===== config.mk =====
export PLATFORM = sky130hd
export DESIGN_NAME = spi_dual_buf
export DESIGN_NICKNAME = d
export VERILOG_FILES = /design/src/rtl/spi_dual_buf_pkg.sv /design/src/rtl/sdb_store.sv /design/src/rtl/sdb_flags.sv /design/src/rtl/spi_dual_buf.sv
export SDC_FILE = /design/constraint.sdc
export NUM_CORES = 1
export LEC_CHECK = 0
export ABC_AREA = 0
export BUFFER_PORTS_ARGS = -buffer_cell sky130_fd_sc_hd__buf_2
export CAP_MARGIN = 25
export CORE_UTILIZATION = 48
export CTS_CLUSTER_SIZE = 30
export DETAILED_ROUTE_END_ITERATION = 12
export GPL_TIMING_DRIVEN = 0
export PLACE_DENSITY_LB_ADDON = 0.15
export SLEW_MARGIN = 30
export SYNTH_ARGS = -nofsm -noshare
export SYNTH_HDL_FRONTEND = slang
export SYNTH_SLANG_ARGS = --single-unit

===== constraint.sdc =====
create_clock -name clk -period 3 [get_ports clk]
set_clock_uncertainty 0.15 [all_clocks]
set_input_delay 0.9 -clock clk [delete_from_list [all_inputs] [get_ports clk]]
set_output_delay 0.9 -clock clk [all_outputs]
set_load 0.03 [all_outputs]

===== src/rtl/spi_dual_buf_pkg.sv =====
package spi_dual_buf_pkg;
    localparam int SDB_LANES  = 4;
    localparam int SDB_LANE_W = 8;

    typedef enum logic {
        SDB_MODE_WORD = 1'b0,
        SDB_MODE_FIFO = 1'b1
    } sdb_mode_e;
endpackage


===== src/rtl/sdb_store.sv =====
module sdb_store #(
    parameter int LANES  = 4,
    parameter int LANE_W = 8
) (
    input  logic                             clk,
    input  logic                             rst_n,
    input  logic                             flush,
    input  logic                             word_mode,
    input  logic                             push,
    input  logic [LANES*LANE_W-1:0]          push_data,
    input  logic                             pop,
    output logic [LANES*LANE_W-1:0]          head,
    output logic [$clog2(LANES+1)-1:0]       level,
    output logic                             push_ok,
    output logic                             pop_ok
);
    localparam int WORD_W = LANES * LANE_W;
    localparam int CNT_W  = $clog2(LANES + 1);
    localparam int PTR_W  = (LANES > 1) ? $clog2(LANES) : 1;

    typedef struct packed {
        logic [LANES-1:0][LANE_W-1:0] mem;
        logic [PTR_W-1:0]             rptr;
        logic [PTR_W-1:0]             wptr;
        logic [CNT_W-1:0]             cnt;
    } store_t;

    store_t st_d, st_q;
    logic   full;

    function automatic logic [PTR_W-1:0] ptr_inc(input logic [PTR_W-1:0] p);
        return (p == PTR_W'(LANES - 1)) ? '0 : p + 1'b1;
    endfunction

    always_comb begin
        full    = (st_q.cnt == CNT_W'(LANES));
        pop_ok  = pop && !flush && (st_q.cnt != '0);
        push_ok = push && !flush && (!full || pop_ok);
        st_d    = st_q;
        if (flush) begin
            st_d.cnt  = '0;
            st_d.rptr = '0;
            st_d.wptr = '0;
        end else if (word_mode) begin
            if (push_ok) begin
                st_d.mem  = push_data;
                st_d.cnt  = CNT_W'(LANES);
                st_d.rptr = '0;
                st_d.wptr = '0;
            end else if (pop_ok) begin
                st_d.cnt = '0;
            end
        end else begin
            if (pop_ok) begin
                st_d.rptr = ptr_inc(st_q.rptr);
            end
            if (push_ok) begin
                st_d.mem[st_q.wptr] = push_data[LANE_W-1:0];
                st_d.wptr           = ptr_inc(st_q.wptr);
            end
            if (push_ok && !pop_ok) begin
                st_d.cnt = st_q.cnt + 1'b1;
            end else if (pop_ok && !push_ok) begin
                st_d.cnt = st_q.cnt - 1'b1;
            end
        end

        head = '0;
        if (st_q.cnt != '0) begin
            if (word_mode) begin
                head = st_q.mem;
            end else begin
                head[LANE_W-1:0] = st_q.mem[st_q.rptr];
            end
        end
        level = st_q.cnt;
    end

    always_ff @(posedge clk or negedge rst_n) begin
        if (!rst_n) begin
            st_q <= '0;
        end else begin
            st_q <= st_d;
        end
    end

    AST_LEVEL_BOUND: assert property (@(posedge clk) disable iff (!rst_n)
        st_q.cnt <= CNT_W'(LANES));
    AST_WORD_ALL_OR_NONE: assert property (@(posedge clk) disable iff (!rst_n)
        word_mode |-> (st_q.cnt == '0 || st_q.cnt == CNT_W'(LANES)));
    AST_FLUSH_EMPTIES: assert property (@(posedge clk) disable iff (!rst_n)
        flush |=> (level == '0));
    AST_PUSHPOP_LEVEL: assert property (@(posedge clk) disable iff (!rst_n)
        (push_ok && pop_ok) |=> $stable(level));
    AST_FULL_DROP: assert property (@(posedge clk) disable iff (!rst_n)
        (push && !flush && !pop && level == CNT_W'(LANES)) |=> $stable(st_q.mem));

    logic unused_width;
    assign unused_width = ^WORD_W;
endmodule


===== src/rtl/sdb_flags.sv =====
module sdb_flags (
    input  logic clk,
    input  logic rst_n,
    input  logic flush,
    input  logic irq_en,
    input  logic tx_push_ok,
    input  logic tx_pop_ok,
    input  logic tx_last,
    input  logic tx_wr_rej,
    input  logic rx_push_ok,
    input  logic rx_pop_ok,
    input  logic rx_last,
    output logic rx_flag,
    output logic tx_flag,
    output logic ovf,
    output logic irq
);
    typedef struct packed {
        logic rx;
        logic tx;
        logic ovf;
    } flags_t;

    flags_t fl_d, fl_q;

    always_comb begin
        fl_d = fl_q;
        if (flush) begin
            fl_d.rx = 1'b0;
            fl_d.tx = 1'b0;
        end else begin
            if (rx_push_ok) begin
                fl_d.rx = 1'b1;
            end else if (rx_pop_ok && rx_last) begin
                fl_d.rx = 1'b0;
            end
            if (tx_push_ok) begin
                fl_d.tx = 1'b0;
            end else if (tx_pop_ok && tx_last) begin
                fl_d.tx = 1'b1;
            end
        end
        fl_d.ovf = fl_q.ovf | tx_wr_rej;
    end

    always_ff @(posedge clk or negedge rst_n) begin
        if (!rst_n) begin
            fl_q <= '0;
        end else begin
            fl_q <= fl_d;
        end
    end

    assign rx_flag = fl_q.rx;
    assign tx_flag = fl_q.tx;
    assign ovf     = fl_q.ovf;
    assign irq     = irq_en && (fl_q.rx || fl_q.tx);

    AST_IRQ_GATED: assert property (@(posedge clk) disable iff (!rst_n)
        irq |-> irq_en);
    AST_OVF_STICKY: assert property (@(posedge clk) disable iff (!rst_n)
        ovf |=> ovf);
    AST_TX_FLAG_CLEAR: assert property (@(posedge clk) disable iff (!rst_n)
        (tx_push_ok && !flush) |=> !tx_flag);
endmodule


===== src/rtl/spi_dual_buf.sv =====
module spi_dual_buf
    import spi_dual_buf_pkg::*;
#(
    parameter int LANES  = SDB_LANES,
    parameter int LANE_W = SDB_LANE_W
) (
    input  logic                    clk,
    input  logic                    rst_n,
    input  logic                    mode_fifo,
    input  logic                    irq_en,
    input  logic                    txd_wr,
    input  logic [LANES*LANE_W-1:0] txd_wdata,
    input  logic                    rxd_rd,
    output logic [LANES*LANE_W-1:0] rxd_rdata,
    output logic                    sh_tx_valid,
    output logic [LANES*LANE_W-1:0] sh_tx_data,
    input  logic                    sh_tx_take,
    input  logic                    sh_rx_push,
    input  logic [LANES*LANE_W-1:0] sh_rx_data,
    output logic                    rx_nempty,
    output logic                    tx_drained,
    output logic                    tx_ovf,
    output logic                    irq
);
    localparam int CNT_W = $clog2(LANES + 1);

    sdb_mode_e mode_d, mode_q;
    logic flush, word_mode;
    logic tx_push_ok, tx_pop_ok, rx_push_ok, rx_pop_ok;
    logic tx_last, rx_last, tx_wr_rej;
    logic [CNT_W-1:0] tx_level, rx_level;

    always_comb begin
        mode_d    = mode_fifo ? SDB_MODE_FIFO : SDB_MODE_WORD;
        flush     = (mode_d != mode_q);
        word_mode = (mode_q == SDB_MODE_WORD);
        tx_last   = word_mode || (tx_level == CNT_W'(1));
        rx_last   = word_mode || (rx_level == CNT_W'(1));
        tx_wr_rej = txd_wr && !flush && !tx_push_ok;
    end

    always_ff @(posedge clk or negedge rst_n) begin
        if (!rst_n) begin
            mode_q <= SDB_MODE_WORD;
        end else begin
            mode_q <= mode_d;
        end
    end

    sdb_store #(.LANES(LANES), .LANE_W(LANE_W)) u_tx_store (
        .clk       (clk),
        .rst_n     (rst_n),
        .flush     (flush),
        .word_mode (word_mode),
        .push      (txd_wr),
        .push_data (txd_wdata),
        .pop       (sh_tx_take),
        .head      (sh_tx_data),
        .level     (tx_level),
        .push_ok   (tx_push_ok),
        .pop_ok    (tx_pop_ok)
    );

    sdb_store #(.LANES(LANES), .LANE_W(LANE_W)) u_rx_store (
        .clk       (clk),
        .rst_n     (rst_n),
        .flush     (flush),
        .word_mode (word_mode),
        .push      (sh_rx_push),
        .push_data (sh_rx_data),
        .pop       (rxd_rd),
        .head      (rxd_rdata),
        .level     (rx_level),
        .push_ok   (rx_push_ok),
        .pop_ok    (rx_pop_ok)
    );

    sdb_flags u_flags (
        .clk        (clk),
        .rst_n      (rst_n),
        .flush      (flush),
        .irq_en     (irq_en),
        .tx_push_ok (tx_push_ok),
        .tx_pop_ok  (tx_pop_ok),
        .tx_last    (tx_last),
        .tx_wr_rej  (tx_wr_rej),
        .rx_push_ok (rx_push_ok),
        .rx_pop_ok  (rx_pop_ok),
        .rx_last    (rx_last),
        .rx_flag    (rx_nempty),
        .tx_flag    (tx_drained),
        .ovf        (tx_ovf),
        .irq        (irq)
    );

    assign sh_tx_valid = (tx_level != '0);

    AST_RX_FLAG_MATCH: assert property (@(posedge clk) disable iff (!rst_n)
        rx_nempty == (rx_level != '0));
    AST_EMPTY_READ_ZERO: assert property (@(posedge clk) disable iff (!rst_n)
        (rx_level == '0) |-> (rxd_rdata == '0));
endmodule


==> flow_summary.html, run 1 <==
<table>
<tr><th>Metric</th><th>Value</th></tr>
<tr><th colspan="2">Synthesis</th></tr>
<tr><td>Ys Warns</td><td>0</td></tr>
<tr><td>Cell taking the most area after synthesis</td><td>sky130_fd_sc_hd__dfrtp_1</td></tr>
<tr><td>Number of nets in the synthesized netlist</td><td>630</td></tr>
<tr><td>Share of the synthesized area in the top cell type</td><td>39.7%</td></tr>
<tr><td>Proportion of synthesized flip-flops having asynchronous set or reset</td><td>100%</td></tr>
<tr><td>Main area contributors after synthesis</td><td>sky130_fd_sc_hd__dfrtp_1, sky130_fd_sc_hd__o22ai_1, sky130_fd_sc_hd__and3_1</td></tr>
<tr><td>Proportion of synthesized chip area in sequential cells</td><td>39.7%</td></tr>
<tr><td>Count leader, synth</td><td>sky130_fd_sc_hd__dfrtp_1</td></tr>
<tr><td>Count of different cell masters after synthesis</td><td>45</td></tr>
<tr><td>Number of flops mapped to enable cells by yosys</td><td>0</td></tr>
<tr><td>Top flip-flop cell by instance count after synthesis</td><td>sky130_fd_sc_hd__dfrtp_1</td></tr>
<tr><td>#FFs+latches synth</td><td>82</td></tr>
<tr><td>Gate Count Post-Synth</td><td>536</td></tr>
<tr><td>Mean post-synth cell area</td><td>9.63 µm²</td></tr>
<tr><td>Summed instance area of the synthesized netlist</td><td>5160 µm²</td></tr>
<tr><td>Most used standard cells in the synthesized netlist</td><td>sky130_fd_sc_hd__dfrtp_1, sky130_fd_sc_hd__o22ai_1, sky130_fd_sc_hd__a21oi_1</td></tr>
<tr><th colspan="2">Place</th></tr>
<tr><td>Cell total after placement</td><td>813</td></tr>
<tr><td>Post-DP HPWL</td><td>12.8 mm</td></tr>
<tr><td>Placer congestion estimate</td><td>0.923</td></tr>
<tr><td>I/O Buffers</td><td>140</td></tr>
<tr><th colspan="2">CTS</th></tr>
<tr><td>Number of levels the H-tree was split into</td><td>3</td></tr>
<tr><td>Number of buffers created by CTS</td><td>9</td></tr>
<tr><td>Clock transition time at the flip-flop clock pins of the worst setup and hold paths</td><td>0.09 ns</td></tr>
<tr><td>Count of hold buffers inserted by post-cts repair</td><td>0</td></tr>
<tr><td>CTS tree</td><td>done</td></tr>
<tr><td>Clk sinks</td><td>82</td></tr>
<tr><td>Clock Root Buffer</td><td>sky130_fd_sc_hd__clkbuf_8</td></tr>
<tr><td>Deepest clock path buffer count</td><td>2</td></tr>
<tr><td>Clock insertion delay at the later pin of the skew report</td><td>0.36 ns</td></tr>
<tr><th colspan="2">Setup path</th></tr>
<tr><td>Max FO, Critical Path</td><td>10</td></tr>
<tr><td>Kind of start point of the critical path</td><td>flip-flop</td></tr>
<tr><td>Setup CP Type</td><td>flip-flop to primary output</td></tr>
<tr><td>Capturing element type of the critical path</td><td>primary output</td></tr>
<tr><td>WP data arrival</td><td>1.87 ns</td></tr>
<tr><td>Worst endpoint required time</td><td>1.95 ns</td></tr>
<tr><th colspan="2">Timing</th></tr>
<tr><td>Number of max-slew violations in the final report</td><td>0</td></tr>
<tr><td>Final Hold Viols</td><td>0</td></tr>
<tr><td>Total of endpoints with negative setup slack in the final report</td><td>0</td></tr>
<tr><td>Tcrit/Tclk final</td><td>97.4%</td></tr>
<tr><td>Worst slew margin relative to its limit</td><td>47.7%</td></tr>
<tr><td>Maximum operating frequency</td><td>342 MHz</td></tr>
<tr><td>Final worst path period need</td><td>2.92 ns</td></tr>
<tr><td>Measured slew at the worst slew-check pin</td><td>0.781 ns</td></tr>
<tr><th colspan="2">Route</th></tr>
<tr><td>Via density per instance</td><td>6.35</td></tr>
<tr><td>Total Wirelength</td><td>17.4 mm</td></tr>
<tr><td>Number of nets still failing antenna checks after routing</td><td>0</td></tr>
<tr><td>WL met1</td><td>7.39 mm</td></tr>
<tr><td>Average detailed-routed wire length per instance</td><td>21.1 µm</td></tr>
<tr><td>Pre-Repair DR Iteration Count</td><td>5</td></tr>
<tr><td>Met2 WL</td><td>8.20 mm</td></tr>
<tr><td>Violation count after the first detailed-routing iteration</td><td>458</td></tr>
<tr><td>Vias post-DR</td><td>5249</td></tr>
<tr><td>Top layer used by detailed routing</td><td>met4</td></tr>
<tr><td>Routed length on met3</td><td>1.43 mm</td></tr>
<tr><td>Drc violations</td><td>0</td></tr>
<tr><th colspan="2">Global routing</th></tr>
<tr><td>Number of global-route vias before repair</td><td>5103</td></tr>
<tr><td>Gr usage total</td><td>31.9%</td></tr>
<tr><td>Largest net degree at the start of global routing</td><td>61</td></tr>
<tr><td>Global-route wire length before repair</td><td>27.3 mm</td></tr>
<tr><td>Total congestion overflow</td><td>0</td></tr>
<tr><td>Antenna violations before repair</td><td>0</td></tr>
<tr><th colspan="2">Die</th></tr>
<tr><td>Effective utilization at floorplan</td><td>49.8%</td></tr>
<tr><td>Number of placement rows</td><td>37</td></tr>
<tr><td>Die X</td><td>106 µm</td></tr>
<tr><td>Die footprint</td><td>11200 µm²</td></tr>
<tr><td>Standard cell core area</td><td>10400 µm²</td></tr>
<tr><td>Die extent in y</td><td>106 µm</td></tr>
<tr><td># IOs</td><td>141</td></tr>
<tr><th colspan="2">Hold path</th></tr>
<tr><td>Worst hold-check path type</td><td>input port to asynchronous set/reset pin</td></tr>
<tr><th colspan="2">Power and ir drop</th></tr>
<tr><td>Static leakage</td><td>3.08 nW</td></tr>
<tr><td>Portion of total power attributed to combinational logic</td><td>45.3%</td></tr>
<tr><td>Clock network power share</td><td>19.1%</td></tr>
<tr><td>Post-layout power</td><td>0.00453 W</td></tr>
<tr><td>Internal Pwr Total</td><td>0.00264 W</td></tr>
<tr><td>Share of power burned in registers</td><td>35.6%</td></tr>
<tr><td>Worst-case vdd ir drop</td><td>0.000391 V</td></tr>
<tr><td>Power per cell area</td><td>708 nW/µm²</td></tr>
<tr><td>Switching power as a share of total power</td><td>41.7%</td></tr>
<tr><td>Switching power summed over all nets</td><td>0.00189 W</td></tr>
<tr><th colspan="2">Cells and area</th></tr>
<tr><td>Fraction of final layout cells with drive strength greater than 1</td><td>35.1%</td></tr>
<tr><td>Net count, final</td><td>780</td></tr>
<tr><td>Diode count</td><td>0</td></tr>
<tr><td>Relative area change from synthesis to final layout</td><td>23.9%</td></tr>
<tr><td>Final Instance Count excl. Fillers</td><td>826</td></tr>
<tr><th colspan="2">Run</th></tr>
<tr><td>Maxcap violations</td><td>0</td></tr>
<tr><th colspan="2">Outcome</th></tr>
<tr><td>Status</td><td>finished, final reports clean</td></tr>
</table>
==> critical path, stage by stage (launching register included) <==
cell and delay, ns:
sky130_fd_sc_hd__dfrtp_2 0.46, sky130_fd_sc_hd__inv_4 0.11, sky130_fd_sc_hd__buf_4 0.23, sky130_fd_sc_hd__clkbuf_4 0.26, sky130_fd_sc_hd__o221a_2 0.24, sky130_fd_sc_hd__clkbuf_4 0.19
==> flip-flops by register name, indices dropped and copies added, names as in the netlist <==
signal            cells
u_flags.rx_flag       1
u_tx_store.st_q      36
u_flags.tx_flag       1
u_tx_store.level      3
u_flags.ovf           1
u_rx_store.level      3
u_rx_store.st_q      36
mode_q                1
==> worst paths after layout <==
kind,start,depth (start not counted),endpoint,slack [ns]
max,mode_q,5,sh_tx_data[1],0.08
max in group asynchronous,rst_n,2,u_rx_store.st_q[6],1.89
min reg2reg,u_flags.ovf,1,u_flags.ovf,0.34
min,rst_n,1,u_tx_store.st_q[36],0.22
max reg2reg,mode_q,13,u_tx_store.level[2],0.13
min in group clk,u_flags.ovf,1,u_flags.ovf,0.34
==> per-stage QoR <==
stage	area (µm²)	TNS [ns]	hold slack (ns)	util, %	setup WS, ns
after floorplan	5180	0	0.324	-	0.0352
after global placement	6050	-1.32	0.315	58.4	-0.333
after detailed placement	6090	-1.56	0.324	58.7	-0.397
after CTS	6330	0	0.226	61.1	0.000368
after global routing	6400	-0.0347	0.217	61.7	-0.0269
final	6400	0	0.217	61.7	0.0787
==> power by group through the flow <==
stage               clock network, W  logic [W]  registers (W)
floorplan                          0    0.00142        0.00156
global placement                   0    0.00192        0.00160
detailed placement                 0    0.00197        0.00162
CTS                         0.000861    0.00201        0.00160
global route                0.000910    0.00220        0.00165
finish                      0.000866    0.00205        0.00161
==> cells in the final DEF, fill, tap and decap left out, types with 3 or more instances in the layout <==
| cell | synthesis | final |
|---|---|---|
| sky130_fd_sc_hd__clkbuf_1 | 24 | 9 |
| sky130_fd_sc_hd__a21oi_1 | 53 | 53 |
| sky130_fd_sc_hd__nand2b_1 | 23 | 21 |
| sky130_fd_sc_hd__mux2_2 | 18 | 18 |
| sky130_fd_sc_hd__buf_2 | 15 | 150 |
| sky130_fd_sc_hd__inv_1 | 10 | 10 |
| sky130_fd_sc_hd__a22o_1 | 4 | 3 |
| sky130_fd_sc_hd__o31ai_1 | 4 | 4 |
| sky130_fd_sc_hd__o22ai_1 | 73 | 73 |
| sky130_fd_sc_hd__nand4_1 | 5 | 5 |
| sky130_fd_sc_hd__buf_6 | 3 | 5 |
| sky130_fd_sc_hd__dfrtp_1 | 82 | 80 |
| sky130_fd_sc_hd__and3_1 | 50 | 50 |
| sky130_fd_sc_hd__clkbuf_4 | 0 | 7 |
| sky130_fd_sc_hd__clkbuf_8 | 0 | 14 |
| sky130_fd_sc_hd__a21o_1 | 3 | 3 |
| sky130_fd_sc_hd__o21ai_0 | 8 | 8 |
| sky130_fd_sc_hd__nand2_1 | 22 | 22 |
| sky130_fd_sc_hd__nor3b_1 | 15 | 15 |
| sky130_fd_sc_hd__buf_1 | 4 | 3 |
| sky130_fd_sc_hd__inv_2 | 4 | 3 |
| sky130_fd_sc_hd__nand3_1 | 5 | 5 |
| sky130_fd_sc_hd__buf_4 | 1 | 8 |
| sky130_fd_sc_hd__ha_1 | 22 | 21 |
| sky130_fd_sc_hd__a32o_1 | 8 | 8 |
| sky130_fd_sc_hd__o221a_2 | 13 | 13 |
| sky130_fd_sc_hd__nor2_1 | 8 | 6 |
| sky130_fd_sc_hd__a221o_1 | 17 | 17 |
| sky130_fd_sc_hd__mux2i_1 | 18 | 18 |
==> metal layers <==
| layer | vias up | global-route usage (%) |
|---|---|---|
| li1 | 2360 | - |
| met1 | 2602 | 43.9 |
| met2 | 250 | 49.6 |
| met3 | 37 | 7.05 |
| met4 | 0 | 11.0 |
| met5 | - | 0 |
==> cells by family after synthesis <==
group	Yosys count	synth area share [%]
AND/OR/NAND/NOR	140	16.1
AO/OA/AOI/OAI	193	25.8
adder cells (fa/ha/maj)	22	5.33
buffers and inverters	61	5.31
multiplexers	36	7.41
XOR/XNOR	2	0.339
flip-flops	82	39.7
==> layout make-up <==
class	instances	area, µm²
Multi-Input combinational cell	393	2890
Clock inverter	2	35.0
Clock buffer	13	169
Inverter	14	55.1
Timing Repair Buffer	145	767
Sequential cell	82	2050
Fill cell	929	3970
Buffer	41	259
Tap cell	136	170
==> repair_timing <==
item | CTS | global route
setup endpoints to repair | 71 | 61
setup buffers | 0 | 4
resized for setup | 25 | 24
Power figures use the tool's default switching activity.
==> run 2, diff against run 1 <==
Settings changed: ABC_AREA 0 to 1, CORE_UTILIZATION 48 to 49.
==> run 2 against run 1 <==
Effect of this change:
- cell count up 28%
- register-to-register slack improved by 0.06 ns
- clock-buffer cell count decreased by 1
- total power shrank 4.4%
- non-clock buffer count down 15
- synthesized cell count rose by 42%
- sequential cell count unchanged
- sequential share of layout area down 0.79 points
- clock power is 11% lower
- final area rose by 2.4%
- fmax shrank 0.32%
- largest power group unchanged
==> flow_summary.html, run 2 <==
<table>
<tr><th>Metric</th><th>Value</th></tr>
<tr><th colspan="2">Outcome</th></tr>
<tr><td>Status</td><td>finished, final reports clean</td></tr>
<tr><th colspan="2">Die</th></tr>
<tr><td>Effective utilization at floorplan</td><td>51.1% (+1.3 points)</td></tr>
<tr><td>Die footprint</td><td>11300 µm² (+1.3%)</td></tr>
<tr><td>Standard cell core area</td><td>10500 µm² (+0.89%)</td></tr>
<tr><td>Number of placement rows</td><td>37 (unchanged)</td></tr>
<tr><td>Die extent in y</td><td>106 µm (+0.67%)</td></tr>
<tr><td>Die X</td><td>106 µm (+0.67%)</td></tr>
<tr><td># IOs</td><td>141 (unchanged)</td></tr>
<tr><th colspan="2">Cells and area</th></tr>
<tr><td>Fraction of final layout cells with drive strength greater than 1</td><td>25.8% (-9.3 points)</td></tr>
<tr><td>Most common cell after layout, fill and taps aside</td><td>sky130_fd_sc_hd__nand2_1</td></tr>
<tr><td>Registers with the highest flip-flop counts</td><td>u_rx_store.st_q x36, u_tx_store.st_q x36</td></tr>
<tr><td>Net count, final</td><td>1008 (+29%)</td></tr>
<tr><td>Relative area change from synthesis to final layout</td><td>22.6%</td></tr>
<tr><td>Commonest cells after routing, fill and taps aside</td><td>sky130_fd_sc_hd__nand2_1, sky130_fd_sc_hd__buf_2, sky130_fd_sc_hd__inv_1</td></tr>
<tr><td>End-of-flow core utilization</td><td>62.6% (+0.93 points)</td></tr>
<tr><td>Diode count</td><td>0 (unchanged)</td></tr>
<tr><th colspan="2">Global routing</th></tr>
<tr><td>Met1 Track Usage GR</td><td>42.2% (-1.7 points)</td></tr>
<tr><td>Busiest layer in global routing</td><td>met2</td></tr>
<tr><td>Met2 global-route usage</td><td>48.5% (-1.1 points)</td></tr>
<tr><td>Global-route wire length before repair</td><td>26.3 mm (-3.5%)</td></tr>
<tr><td>Number of global-route vias before repair</td><td>5331 (+4.5%)</td></tr>
<tr><td>Antenna violations before repair</td><td>0 (unchanged)</td></tr>
<tr><td>Largest net degree at the start of global routing</td><td>46 (-25%)</td></tr>
<tr><td>Total congestion overflow</td><td>0 (unchanged)</td></tr>
<tr><td>Met3 Usage GRT</td><td>3.31% (-3.7 points)</td></tr>
<tr><td>Gr usage total</td><td>30.0% (-1.9 points)</td></tr>
<tr><th colspan="2">Timing</th></tr>
<tr><td>Total of endpoints with negative setup slack in the final report</td><td>0 (unchanged)</td></tr>
<tr><td>Post-layout worst setup margin</td><td>0.0693 ns (-0.00938 ns)</td></tr>
<tr><td>Final Hold Viols</td><td>0 (unchanged)</td></tr>
<tr><td>Worst Hold Slack</td><td>0.276 ns (+0.0585 ns)</td></tr>
<tr><td>Number of max-slew violations in the final report</td><td>0 (unchanged)</td></tr>
<tr><td>Tcrit/Tclk final</td><td>97.7% (+0.31 points)</td></tr>
<tr><td>Final worst path period need</td><td>2.93 ns (+0.00938 ns)</td></tr>
<tr><td>Measured slew at the worst slew-check pin</td><td>0.642 ns (-0.140 ns)</td></tr>
<tr><td>Total negative setup slack</td><td>0 ns (unchanged)</td></tr>
<tr><td>Worst slew margin relative to its limit</td><td>57.2% (+9.5 points)</td></tr>
<tr><td>Maximum operating frequency</td><td>341 MHz (-0.32%)</td></tr>
<tr><th colspan="2">Power and ir drop</th></tr>
<tr><td>Post-layout power</td><td>0.00433 W (-4.4%)</td></tr>
<tr><td>Share of power burned in registers</td><td>36.6% (+1.0 points)</td></tr>
<tr><td>Internal Pwr Total</td><td>0.00237 W (-10%)</td></tr>
<tr><td>Switching power as a share of total power</td><td>45.3% (+3.6 points)</td></tr>
<tr><td>Clock network power share</td><td>17.7% (-1.4 points)</td></tr>
<tr><td>Power per cell area</td><td>661 nW/µm² (-6.6%)</td></tr>
<tr><td>Switching power summed over all nets</td><td>0.00196 W (+4.0%)</td></tr>
<tr><td>Portion of total power attributed to combinational logic</td><td>45.6% (+0.3 points)</td></tr>
<tr><td>Worst-case vdd ir drop</td><td>0.000362 V (-7.4%)</td></tr>
<tr><td>Static leakage</td><td>3.51 nW (+14%)</td></tr>
<tr><th colspan="2">Route</th></tr>
<tr><td>Total Wirelength</td><td>16.5 mm (-5.6%)</td></tr>
<tr><td>Average detailed-routed wire length per instance</td><td>15.6 µm (-26%)</td></tr>
<tr><td>Drc violations</td><td>0 (unchanged)</td></tr>
<tr><td>Violation count after the first detailed-routing iteration</td><td>405 (-12%)</td></tr>
<tr><td>Pre-Repair DR Iteration Count</td><td>5 (unchanged)</td></tr>
<tr><td>Number of nets still failing antenna checks after routing</td><td>0 (unchanged)</td></tr>
<tr><td>Vias post-DR</td><td>5546 (+5.7%)</td></tr>
<tr><td>Via density per instance</td><td>5.26 (-17%)</td></tr>
<tr><th colspan="2">CTS</th></tr>
<tr><td>Clk sinks</td><td>82 (unchanged)</td></tr>
<tr><td>Deepest clock path buffer count</td><td>2 (unchanged)</td></tr>
<tr><td>Count of hold buffers inserted by post-cts repair</td><td>0 (unchanged)</td></tr>
<tr><td>Number of levels the H-tree was split into</td><td>3 (unchanged)</td></tr>
<tr><td>CTS tree</td><td>done</td></tr>
<tr><td>Clock insertion delay at the later pin of the skew report</td><td>0.36 ns (about the same)</td></tr>
<tr><td>Clock transition time at the flip-flop clock pins of the worst setup and hold paths</td><td>0.09 ns (about the same)</td></tr>
<tr><td>Clock Root Buffer</td><td>sky130_fd_sc_hd__clkbuf_8</td></tr>
<tr><td>Number of buffers created by CTS</td><td>9 (unchanged)</td></tr>
<tr><th colspan="2">Setup path</th></tr>
<tr><td>Worst endpoint required time</td><td>1.95 ns (about the same)</td></tr>
<tr><td>WP data arrival</td><td>1.88 ns (about the same)</td></tr>
<tr><td>Capturing element type of the critical path</td><td>primary output</td></tr>
<tr><td>Setup CP Type</td><td>flip-flop to primary output</td></tr>
<tr><td>Kind of start point of the critical path</td><td>flip-flop</td></tr>
<tr><td>Max FO, Critical Path</td><td>10 (unchanged)</td></tr>
<tr><th colspan="2">Hold path</th></tr>
<tr><td>Worst hold-check path type</td><td>input port to asynchronous set/reset pin</td></tr>
<tr><th colspan="2">Synthesis</th></tr>
<tr><td>Gate Count Post-Synth</td><td>762 (+42%)</td></tr>
<tr><td>Most used standard cells in the synthesized netlist</td><td>sky130_fd_sc_hd__nand2_1, sky130_fd_sc_hd__nor2_1, sky130_fd_sc_hd__inv_1</td></tr>
<tr><td>Main area contributors after synthesis</td><td>sky130_fd_sc_hd__dfrtp_1, sky130_fd_sc_hd__nand2_1, sky130_fd_sc_hd__o21ai_0</td></tr>
<tr><td>Proportion of synthesized chip area in sequential cells</td><td>38.4% (-1.3 points)</td></tr>
<tr><td>Mean post-synth cell area</td><td>7.01 µm² (-27%)</td></tr>
<tr><td>Ys Warns</td><td>0 (unchanged)</td></tr>
<tr><td>Count leader, synth</td><td>sky130_fd_sc_hd__nand2_1</td></tr>
<tr><td>Number of nets in the synthesized netlist</td><td>856 (+36%)</td></tr>
<tr><td>Proportion of synthesized flip-flops having asynchronous set or reset</td><td>100% (unchanged)</td></tr>
<tr><td>Top flip-flop cell by instance count after synthesis</td><td>sky130_fd_sc_hd__dfrtp_1</td></tr>
<tr><td>Share of the synthesized area in the top cell type</td><td>38.4% (-1.3 points)</td></tr>
<tr><td>Number of flops mapped to enable cells by yosys</td><td>0 (unchanged)</td></tr>
<tr><td>Summed instance area of the synthesized netlist</td><td>5340 µm² (+3.5%)</td></tr>
<tr><td>#FFs+latches synth</td><td>82 (unchanged)</td></tr>
<tr><td>Count of different cell masters after synthesis</td><td>30 (-33%)</td></tr>
<tr><td>Cell taking the most area after synthesis</td><td>sky130_fd_sc_hd__dfrtp_1</td></tr>
<tr><th colspan="2">Run</th></tr>
<tr><td>Maxcap violations</td><td>0 (unchanged)</td></tr>
<tr><th colspan="2">Place</th></tr>
<tr><td>I/O Buffers</td><td>140 (unchanged)</td></tr>
<tr><td>Post-DP HPWL</td><td>12.8 mm (-0.17%)</td></tr>
<tr><td>Placer congestion estimate</td><td>0.968 (+4.9%)</td></tr>
<tr><td>Worst slack, placed</td><td>-0.222 ns (+0.176 ns)</td></tr>
</table>
-- run 2: cell types whose count changed after synthesis, sizes merged, moves of 50 or more --
cell,change
and3,-50
o22ai,-73
nand2,+202
nor2,+99
o21ai,+92
inv,+85
-- run 2: layer usage --
metal  share of wire (%)  up-vias
met3                 5.6       27
met5                   0        -
met2                  46      200
li1                    -     2689
met4                 1.9        0
met1                  47     2630
-- run 2: timing repair --
| action | in CTS | in global routing |
|---|---|---|
| endpoints found under the hold margin | 0 | 0 |
| cloned | 0 | 0 |
| setup endpoints to repair | 62 | 59 |
| setup buffers | 0 | 0 |
| gates resized for setup | 16 | 32 |
| pin swaps | 1 | 1 |
-- run 2: metrics by stage --
step | area [µm²] | std cells
finish | 6550 | 1055
global route | 6550 | 1055
CTS | 6480 | 1055
detailed placement | 6250 | 1039
global placement | 6210 | 1038
floorplan | 5340 | 762
-- run 2: power by group through the flow --
stage          clock (W)  sequential (W)  combinational [W]
4_1_cts         0.000772         0.00158            0.00193
5_1_grt         0.000813         0.00162            0.00216
2_1_floorplan          0         0.00156            0.00133
3_3_place_gp           0         0.00159            0.00185
6_report        0.000767         0.00159            0.00198
3_5_place_dp           0         0.00160            0.00190
-- run 2: final cells by class --
class,count,area [µm²]
plain buffers,30,234
flip-flops and latches,82,2050
fillers,1016,3910
clock buffers,12,155
multi-input cells,551,2770
repair buffers,141,757
well taps,136,170
clock inverters,4,26.3
inverters,99,382
-- run 2: worst max-delay path: stages (launching register included) --
cell and delay (ns):
sky130_fd_sc_hd__dfrtp_1 0.39, sky130_fd_sc_hd__buf_4 0.17, sky130_fd_sc_hd__inv_4 0.11, sky130_fd_sc_hd__buf_8 0.17, sky130_fd_sc_hd__buf_4 0.21, sky130_fd_sc_hd__a21oi_1 0.06, sky130_fd_sc_hd__nor2_1 0.18, sky130_fd_sc_hd__buf_2 0.23
-- run 2: path summary, 6_finish.rpt --
kind                                       end  depth (start not counted)         from  slack (ns)
max                              sh_tx_data[0]                          7       mode_q        0.07
min                        u_tx_store.st_q[20]                          1        rst_n        0.28
max reg2reg                u_tx_store.level[0]                         15       mode_q        0.19
min reg2reg                        u_flags.ovf                          1  u_flags.ovf        0.32
max in group asynchronous  u_rx_store.st_q[11]                          2        rst_n        1.87
min in group clk                   u_flags.ovf                          1  u_flags.ovf        0.32
-- run 2: cell families after synthesis --
group / count (synthesis) / synth area share, %
buffers and inverters: 129 / 10.8
AO/OA/AOI/OAI: 155 / 16.3
XOR/XNOR: 1 / 0.164
adder cells (fa/ha/maj): 22 / 5.15
AND/OR/NAND/NOR: 373 / 29.2
flip-flops: 82 / 38.4
